==> src/rtl/encdiv_pkg.sv <==
package encdiv_pkg;

  localparam int NUM_DOM     = 4;
  localparam int CODE_W      = 4;
  localparam int REG_W       = 32;
  localparam int CNT_W       = 5;
  localparam int MAX_CODE    = 9;
  localparam int CE_BIT      = 22;
  localparam int FIELD_TOTAL = NUM_DOM * CODE_W;

  typedef logic [CODE_W-1:0] code_t;
  typedef logic [CNT_W-1:0]  cnt_t;
  typedef logic [NUM_DOM-1:0][CODE_W-1:0] code_vec_t;

  // Terminal count (ratio minus one) for a code.
  // Odd codes give powers of two, even codes above zero give three times a power of two.
  function automatic cnt_t code_to_last(code_t c);
    int n;
    if (c == '0)
      n = 1;
    else if (c >= code_t'(MAX_CODE))
      n = 1 << CNT_W;
    else if (c[0])
      n = 1 << ((int'(c) + 1) / 2);
    else
      n = 3 << (int'(c) / 2 - 1);
    return cnt_t'(n - 1);
  endfunction

endpackage

==> src/rtl/encdiv_ctrl_reg.sv <==
module encdiv_ctrl_reg
  import encdiv_pkg::*;
(
  input  logic             clk,
  input  logic             rst_n,
  input  logic             wr_en,
  input  logic [REG_W-1:0] wr_data,
  output code_vec_t        codes_q,
  output code_vec_t        codes_d,
  output logic             ce_q,
  output logic [REG_W-1:0] rd_data
);

  logic ce_d;
  logic unused_wr_bits;

  assign unused_wr_bits = ^{wr_data[REG_W-1:CE_BIT+1], wr_data[CE_BIT-1:FIELD_TOTAL]};

  // Per-field merge: refused codes keep the stored value.
  always_comb begin
    for (int i = 0; i < NUM_DOM; i++) begin
      if (wr_en && (wr_data[i*CODE_W +: CODE_W] <= code_t'(MAX_CODE)))
        codes_d[i] = wr_data[i*CODE_W +: CODE_W];
      else
        codes_d[i] = codes_q[i];
    end
    ce_d = wr_en ? wr_data[CE_BIT] : ce_q;
  end

  always_ff @(posedge clk or negedge rst_n) begin
    if (!rst_n) begin
      codes_q <= '0;
      ce_q    <= 1'b0;
    end else if (wr_en) begin
      codes_q <= codes_d;
      ce_q    <= ce_d;
    end
  end

  always_comb begin
    rd_data                  = '0;
    rd_data[FIELD_TOTAL-1:0] = codes_q;
    rd_data[CE_BIT]          = ce_q;
  end

endmodule

==> src/rtl/encdiv_counter.sv <==
module encdiv_counter
  import encdiv_pkg::*;
(
  input  logic clk,
  input  logic rst_n,
  input  logic restart,
  input  cnt_t last,
  output logic tick
);

  cnt_t cnt_q;
  cnt_t cnt_d;

  assign tick = (cnt_q == last);

  always_comb begin
    if (restart || tick)
      cnt_d = '0;
    else
      cnt_d = cnt_q + cnt_t'(1);
  end

  always_ff @(posedge clk or negedge rst_n) begin
    if (!rst_n)
      cnt_q <= '0;
    else
      cnt_q <= cnt_d;
  end

endmodule

==> src/rtl/encdiv_top.sv <==
module encdiv_top
  import encdiv_pkg::*;
(
  input  logic             clk,
  input  logic             rst_n,
  input  logic             wr_en,
  input  logic [REG_W-1:0] wr_data,
  output logic [REG_W-1:0] rd_data,
  output logic             tick_core,
  output logic             tick_hbus,
  output logic             tick_pbus,
  output logic             tick_mem
);

  logic [1:0]         rst_pipe;
  logic               rst_sync_n;
  code_vec_t          codes_q;
  code_vec_t          codes_d;
  logic               ce_q;
  code_vec_t          act_q;
  code_vec_t          act_d;
  logic               pend_q;
  logic               pend_d;
  logic               imm_apply;
  logic               def_apply;
  logic               restart;
  logic [NUM_DOM-1:0] tick_v;
  logic               unused_ce;

  // Reset: asserted asynchronously, released on the clock.
  always_ff @(posedge clk or negedge rst_n) begin
    if (!rst_n)
      rst_pipe <= '0;
    else
      rst_pipe <= {rst_pipe[0], 1'b1};
  end
  assign rst_sync_n = rst_pipe[1];

  encdiv_ctrl_reg u_reg (
    .clk     (clk),
    .rst_n   (rst_sync_n),
    .wr_en   (wr_en),
    .wr_data (wr_data),
    .codes_q (codes_q),
    .codes_d (codes_d),
    .ce_q    (ce_q),
    .rd_data (rd_data)
  );
  assign unused_ce = ce_q;

  // Apply control: immediate on a flagged write, otherwise at the core wrap.
  always_comb begin
    imm_apply = wr_en && wr_data[CE_BIT];
    def_apply = pend_q && tick_v[0] && !imm_apply;
    restart   = imm_apply || def_apply;
    if (imm_apply)
      act_d = codes_d;
    else if (def_apply)
      act_d = codes_q;
    else
      act_d = act_q;
    if (wr_en && !wr_data[CE_BIT])
      pend_d = 1'b1;
    else if (restart)
      pend_d = 1'b0;
    else
      pend_d = pend_q;
  end

  always_ff @(posedge clk or negedge rst_sync_n) begin
    if (!rst_sync_n) begin
      act_q  <= '0;
      pend_q <= 1'b0;
    end else begin
      act_q  <= act_d;
      pend_q <= pend_d;
    end
  end

  for (genvar g = 0; g < NUM_DOM; g++) begin : g_dom
    encdiv_counter u_cnt (
      .clk     (clk),
      .rst_n   (rst_sync_n),
      .restart (restart),
      .last    (code_to_last(act_q[g])),
      .tick    (tick_v[g])
    );
  end

  assign tick_core = tick_v[0];
  assign tick_hbus = tick_v[1];
  assign tick_pbus = tick_v[2];
  assign tick_mem  = tick_v[3];

endmodule

==> config.mk <==
export PLATFORM = sky130hd
export DESIGN_NAME = encdiv_top
export DESIGN_NICKNAME = d
export VERILOG_FILES = /design/src/rtl/encdiv_pkg.sv /design/src/rtl/encdiv_ctrl_reg.sv /design/src/rtl/encdiv_counter.sv /design/src/rtl/encdiv_top.sv
export SDC_FILE = /design/constraint.sdc
export NUM_CORES = 1
export LEC_CHECK = 0
export BUFFER_PORTS_ARGS = -buffer_cell sky130_fd_sc_hd__buf_2
export CORE_ASPECT_RATIO = 1.75
export CORE_MARGIN = 5
export CORE_UTILIZATION = 60
export DETAILED_ROUTE_END_ITERATION = 10
export PLACE_DENSITY = 0.83
export SETUP_SLACK_MARGIN = 0.02
export SYNTH_ARGS = -nofsm -noshare
export SYNTH_HDL_FRONTEND = slang
export SYNTH_SLANG_ARGS = --single-unit
==> constraint.sdc <==
create_clock -name clk -period 6.5 [get_ports clk]
set_clock_uncertainty 0.15 [all_clocks]
set_input_delay 0.65 -clock clk [delete_from_list [all_inputs] [get_ports clk]]
set_output_delay 0.65 -clock clk [all_outputs]
set_load 0.01 [all_outputs]
==> results of run 1 <==
[where the power goes]
| group | switching, mW | total (mW) | leakage (nW) | internal (mW) |
|---|---|---|---|---|
| registers | 0.194 | 0.645 | 0.690 | 0.451 |
| clock network | 0.132 | 0.354 | 0.0944 | 0.222 |
| logic | 0.878 | 1.55 | 1.39 | 0.669 |
| total | 1.20 | 2.55 | 2.17 | 1.34 |
[per-stage QoR]
step	util (%)	std cells	cell area (um^2)	hold WS (ps)
after floorplan	-	549	4750	181
after global routing	66.1	647	5040	233
after global placement	63.4	638	4830	190
after CTS	66.1	647	5040	216
final	66.1	647	5040	212
after detailed placement	63.4	638	4830	199
[sequential cells by signal, summed over array words and instances, names as in the netlist]
signal and cells:
g_dom.u_cnt.cnt_q 20, rst_pipe 2, u_reg.codes_q 16, u_reg.ce_q 1
pend_q 1, act_q 16
[path summary, 6_finish.rpt]
check	from	to	slack (ps)	depth (start not counted)
min in group asynchronous	rst_pipe[1]	act_q[14]	240	1
worst min-delay path	rst_pipe[0]	rst_pipe[1]	210	0
worst max-delay path	act_q[0]	tick_core	1750	11
worst max register to register	act_q[0]	act_q[5]	2290	12
worst min register to register	rst_pipe[0]	rst_pipe[1]	210	0
max in group asynchronous	rst_pipe[1]	act_q[5]	5490	1
[per-layer routing]
layer  GRT usage, %  wire [um]  vias up
met4           10.2        357        0
met1           26.5       4120     2027
met5              0          0        -
met2           42.5       6030      125
li1               -          -     1988
met3           2.46        468       30
[worst register-to-register path: stages, from the launching register on]
cell and delay (ps):
dfrtp_1 580, ha_1 350, xor2_1 310, o32a_1 210, o32ai_1 90, a21boi_1 300, ha_1 260, and3b_1 190
o41a_1 440, o221ai_4 530, inv_2 190, nand2_2 310, o311a_1 220
[cell usage in the layout, fill, tap and decap left out, drive strengths merged, types with 16 or more instances in the layout]
cell type / count
xnor2: 16
buf: 42
a21oi: 31
nor2: 31
xor2: 18
nor3: 24
nor2b: 17
inv: 25
dfrtp: 56
conb: 16
ha: 33
nand2: 39
o21ai: 26
[layout make-up]
cell class                      instances  share of cell area (%)
Clock inverter                          3                    1.37
Sequential cell                        56                    27.8
Tap cell                               88                    2.19
Inverter                               24                    1.79
Clock buffer                            5                    2.48
Timing Repair Buffer                   43                    4.47
Multi-Input combinational cell        428                    59.9
[timing repair]
item,4_1_cts,5_1_grt
resized for setup,0,0
endpoints found under the hold margin,2,0
hold buffers,1,0
[logic make-up (layout without fill, tap and decap cells)]
kind of cell	after synthesis	count (layout)	share of synthesized area, %
xor gates and xnor gates	34	34	6.34
buffers and inverters	65	75	7.06
AOI/OAI and AO/OA	147	147	23.5
other	2	16	0.160
and+or+nand+nor	191	191	22.7
adders and majority gates	33	33	8.79
DFF	56	56	29.8
muxes	7	7	1.60
==> results.json, run 1 <==
{
  "tightest_slew_ps": 899,
  "grt_max_degree": 55,
  "async_flop_share_pct": 100,
  "hold_viol": 0,
  "worst_path_most_repeated_cell": "ha_1",
  "dp_hpwl_um": 7940,
  "postLayoutSetupSlackWorst_ps": 1750,
  "ys_ff_latch": 56,
  "via_count": 4170,
  "io_pins": 71,
  "clk_pin_slew_ps": 80,
  "fmax_mhz": 210,
  "path_buf_inv": 2,
  "synth_common_cells": "dfrtp_1 (56), nand2_1 (38), ha_1 (33)",
  "worstPathArrival_ps": 3950,
  "grt_pass1_wl_um": 19200,
  "yosys-top-cells-area": "dfrtp_1 (30%), ha_1 (8.8%), xor2_1 (3.4%), a21oi_1 (3.1%), buf_4 (3.0%)",
  "maxSlewHeadroom_pct": 39.9,
  "slowest_delay_ps": 580,
  "synth-edff-count": 0,
  "drv_slew": 0,
  "syn_to_final_growth_pct": 7.27,
  "cp_max_fo": 17,
  "peakVddDrop_v": 0.000332,
  "finalPower_mw": 2.55,
  "grt_antenna_before_repair": 0,
  "post-cts-setup-buffers": 0,
  "path_class": "flip-flop to output port",
  "vias_per_cell": 6.45,
  "overflow": 0,
  "drcViolationCount": 0,
  "cts_max_path_buffers": 2,
  "initial_core_util_pct": 61.6,
  "wl_per_cell_um": 17.0,
  "dr.pass1.iters": 5,
  "antenna_cells": 0,
  "totalNegativeSetupSlack_ps": 0,
  "finalSetupViolCount": 0,
  "ff_latch_area_um2": 1400,
  "grt_pass1_vias": 4120,
  "die_area_um2": 9770,
  "synth_warnings": 0,
  "cap_violations": 0,
  "multiInputGateArea_um2": 3020,
  "post-route-min-period_ps": 4750,
  "syn-cell-area_um2": 4700,
  "cts_sinks": 56,
  "nFillCells": 627,
  "drive_gt1_share_pct": 14.3,
  "path_delay_family": "compound AO/OA/AOI/OAI gates",
  "nets": 626,
  "grtUsageTotal_pct": 23.1,
  "die_w_um": 76.9,
  "ys_seq_area_share_pct": 29.8,
  "rows": 42,
  "dp_slack_ps": 2090,
  "dieHeight_um": 127,
  "coreArea_um2": 7620,
  "p_per_area_nw_per_um2": 505,
  "status": "complete, no violations",
  "timing.critical_path.from_type": "flip-flop",
  "synthCells": 535,
  "gp_congestion": 0.923,
  "yosysMostFrequentCell": "dfrtp_1",
  "hold_class": "flip-flop to flip-flop",
  "synth.avg_cell_area_um2": 8.78,
  "routed_wl_um": 11000,
  "worst_setup_path_end_kind": "output port",
  "crit_slowest_cell": "dfrtp_1",
  "h-tree-depth": 2,
  "clk-insertion-delay-late_ps": 300,
  "cts_tree": "done",
  "port_buffers": 40,
  "ant_nets": 0,
  "ys_types": 83,
  "cts-buffers-inserted": 5,
  "cts_root_buf": "clkbuf_16",
  "synth_top_flop_cell": "dfrtp_1",
  "p_leak_nw": 2.17,
  "required_ps": 5700,
  "synth_area_leader_cell": "dfrtp_1",
  "period_share_pct": 73.1,
  "drt_iter0_markers": 259,
  "rsz0062_at_grt": "no",
  "worstPathCellList": "ha_1 > xor2_1 > o32a_1 > o32ai_1 > a21boi_1 > ha_1 > and3b_1 > o41a_1 > o221ai_4 > inv_2 > buf_2",
  "synth_top_area_share_pct": 29.8
}
Note: power is estimated with default switching activity, not from simulation.
==> run 2, diff against run 1 <==
--- a/config.mk
+++ b/config.mk
@@ -8,9 +8,9 @@
 export BUFFER_PORTS_ARGS = -buffer_cell sky130_fd_sc_hd__buf_2
 export CORE_ASPECT_RATIO = 1.75
 export CORE_MARGIN = 5
-export CORE_UTILIZATION = 60
+export CORE_UTILIZATION = 53
 export DETAILED_ROUTE_END_ITERATION = 10
-export PLACE_DENSITY = 0.83
+export PLACE_DENSITY = 0.78
 export SETUP_SLACK_MARGIN = 0.02
 export SYNTH_ARGS = -nofsm -noshare
 export SYNTH_HDL_FRONTEND = slang
==> constraint.sdc (replaced) <==
create_clock -name clk -period 4.2 [get_ports clk]
set_clock_uncertainty 0.15 [all_clocks]
set_input_delay 0.42 -clock clk [delete_from_list [all_inputs] [get_ports clk]]
set_output_delay 0.42 -clock clk [all_outputs]
set_load 0.01 [all_outputs]
==> run 2 against run 1 <==
  * First-iteration DRC count fell by 20%
  * Flip-flop and latch count did not move
  * Register-to-register slack got worse by 1800 ps
  * Combinational power rose by 57%
  * Design area rose by 1.0%
  * Core utilization fell by 7.4 points
  * Clock power rose by 18%
  * Setup slack got worse by 1500 ps
  * Cell count rose by 4.9%
  * Via count fell by 1.2%
  * Highest routed layer unchanged
  * Critical path depth rose by 1
  * Critical endpoint unchanged
==> results.json, run 2 (synthesized netlist as in run 1, its figures left out) <==
{
  "cts_sinks": 56,
  "ant_nets": 0,
  "path_class": "flip-flop to output port",
  "worstRegToRegCells": 13,
  "io_pins": 71,
  "die_area_um2": 10900,
  "vias_per_cell": 6.07,
  "clk-insertion-delay-late_ps": 300,
  "worstPathCellList": "ha_2 > xor2_2 > o32a_1 > o32ai_2 > a21boi_2 > ha_1 > nand2_1 > nor4_1 > o41a_1 > o221ai_4 > inv_2 > buf_2",
  "maxSlewHeadroom_pct": 23.5,
  "p_per_area_nw_per_um2": 760,
  "hold_viol": 0,
  "slowest_delay_ps": 500,
  "ff2ff_setup_slack_ps": 510,
  "grt_pass1_wl_um": 18300,
  "antenna_cells": 0,
  "grtUsageTotal_pct": 20.7,
  "totalNegativeSetupSlack_ps": 0,
  "dieHeight_um": 135,
  "routed_wl_um": 10700,
  "peakVddDrop_v": 0.000449,
  "dp_slack_ps": 280,
  "cts-buffers-inserted": 5,
  "grt_max_degree": 30,
  "drt_iter0_markers": 206,
  "postLayoutSetupSlackWorst_ps": 225,
  "worst_setup_path_end_kind": "output port",
  "mostFrequentLayoutCell": "dfrtp_1",
  "largest_reg_flops": 20,
  "initial_core_util_pct": 54.2,
  "p_leak_nw": 2.16,
  "cts_root_buf": "clkbuf_16",
  "regMostFlops": "g_dom.u_cnt.cnt_q",
  "timing.critical_path.from_type": "flip-flop",
  "path_buf_inv": 2,
  "cp-startpoint": "act_q[0]",
  "drcViolationCount": 0,
  "coreArea_um2": 8670,
  "crit_slowest_cell": "dfrtp_2",
  "period_share_pct": 94.6,
  "worstPathArrival_ps": 3410,
  "h-tree-depth": 2,
  "fmax_mhz": 252,
  "required_ps": 3630,
  "cts_max_path_buffers": 2,
  "finalSetupViolCount": 0,
  "r2r_end": "act_q[12]",
  "hold_class": "flip-flop to async pin",
  "overflow": 0,
  "status": "complete, no violations",
  "port_buffers": 40,
  "die_w_um": 81.2,
  "r2r_start": "act_q[0]",
  "post-route-min-period_ps": 3980,
  "drv_slew": 0,
  "grt_pass1_vias": 3994,
  "via_count": 4120,
  "utilization_pct": 58.7,
  "rsz0062_at_grt": "no",
  "tightest_slew_ps": 1150,
  "dr.pass1.iters": 4,
  "wl_per_cell_um": 15.8,
  "reg.largest.list": "g_dom.u_cnt.cnt_q: 20 flops, act_q: 16 flops, u_reg.codes_q: 16 flops",
  "dp_hpwl_um": 8000,
  "syn_to_final_growth_pct": 8.39,
  "gp_congestion": 0.891,
  "rows": 45,
  "path_delay_family": "compound AO/OA/AOI/OAI gates",
  "grt_antenna_before_repair": 0,
  "final_cell_mix": "dfrtp_1 (50), buf_2 (40), nand2_1 (38)",
  "cts_tree": "done",
  "nets": 629,
  "cp_max_fo": 13,
  "cap_violations": 0,
  "drive_gt1_share_pct": 16.5,
  "clk_pin_slew_ps": 70
}
[run 2: cell types whose count changed in the layout (fill, tap and decap cells not counted), moves of 2 or more]
cell | previous run | this run
buf_4 | 2 | 5
ha_2 | 0 | 3
clkbuf_1 | 0 | 2
dfrtp_1 | 55 | 50
dfrtp_2 | 1 | 6
ha_1 | 33 | 30
bufinv_16 | 2 | 0
[run 2: power breakdown]
part / switching (mW) / internal, mW
clock network: 0.194 / 0.223
logic: 1.36 / 1.08
registers: 0.307 / 0.703
total: 1.86 / 2.01
[run 2: through the flow]
| stage | hold slack, ps | total power [mW] | instances | area (um^2) |
|---|---|---|---|---|
| after floorplan | -25.6 | 2.89 | 549 | 4750 |
| after global placement | 57.4 | 3.23 | 669 | 4880 |
| after detailed placement | 58.6 | 3.36 | 669 | 4880 |
| after CTS | 135 | 3.80 | 678 | 5040 |
| after global routing | 165 | 4.23 | 679 | 5090 |
| final | 110 | 3.87 | 679 | 5090 |
[run 2: what timing repair did]
item / CTS / global route
setup endpoints to repair: 2 / 4
gates resized for setup: 2 / 13
pin swaps: 0 / 2
hold buffers: 1 / 0
endpoints found under the hold margin: 2 / 0
buffers inserted: 0 / 1
[run 2: worst reg2reg max path, cell delays in order (launching register included)]
cell and delay [ps]:
dfrtp_2 500, ha_2 270, xor2_2 180, o32a_1 340
o32ai_2 260, a21boi_2 120, ha_1 250, nand2_1 90
nor4_1 50, o41a_1 420, o221ai_4 310, buf_4 270
nor3_1 70, a311o_1 280
[run 2: final cells by class]
| type | instances | area, um^2 |
|---|---|---|
| Fill cell | 799 | 3580 |
| Multi-Input combinational cell | 428 | 3060 |
| Sequential cell | 56 | 1410 |
| Timing Repair Buffer | 46 | 248 |
| Tap cell | 117 | 146 |
| Clock buffer | 7 | 133 |
| Inverter | 24 | 90.1 |
| Clock inverter | 1 | 8.76 |
[run 2: how the worst max path moves through the flow]
stage	end	cells after the start	slack [ps]
after floorplan	tick_hbus	13	640
after global placement	act_q[12]	12	410
after detailed placement	act_q[12]	12	280
after CTS	tick_core	12	60
after global routing	tick_mem	13	20
final	tick_core	12	220
[run 2: per-layer routing]
layer | up-vias | GRT usage, % | share of wire, %
li1 | 1988 | - | -
met1 | 2028 | 23.9 | 39
met2 | 85 | 38.2 | 56
met3 | 19 | 2.27 | 3.1
met4 | 0 | 7.33 | 2.0
met5 | - | 0 | 0
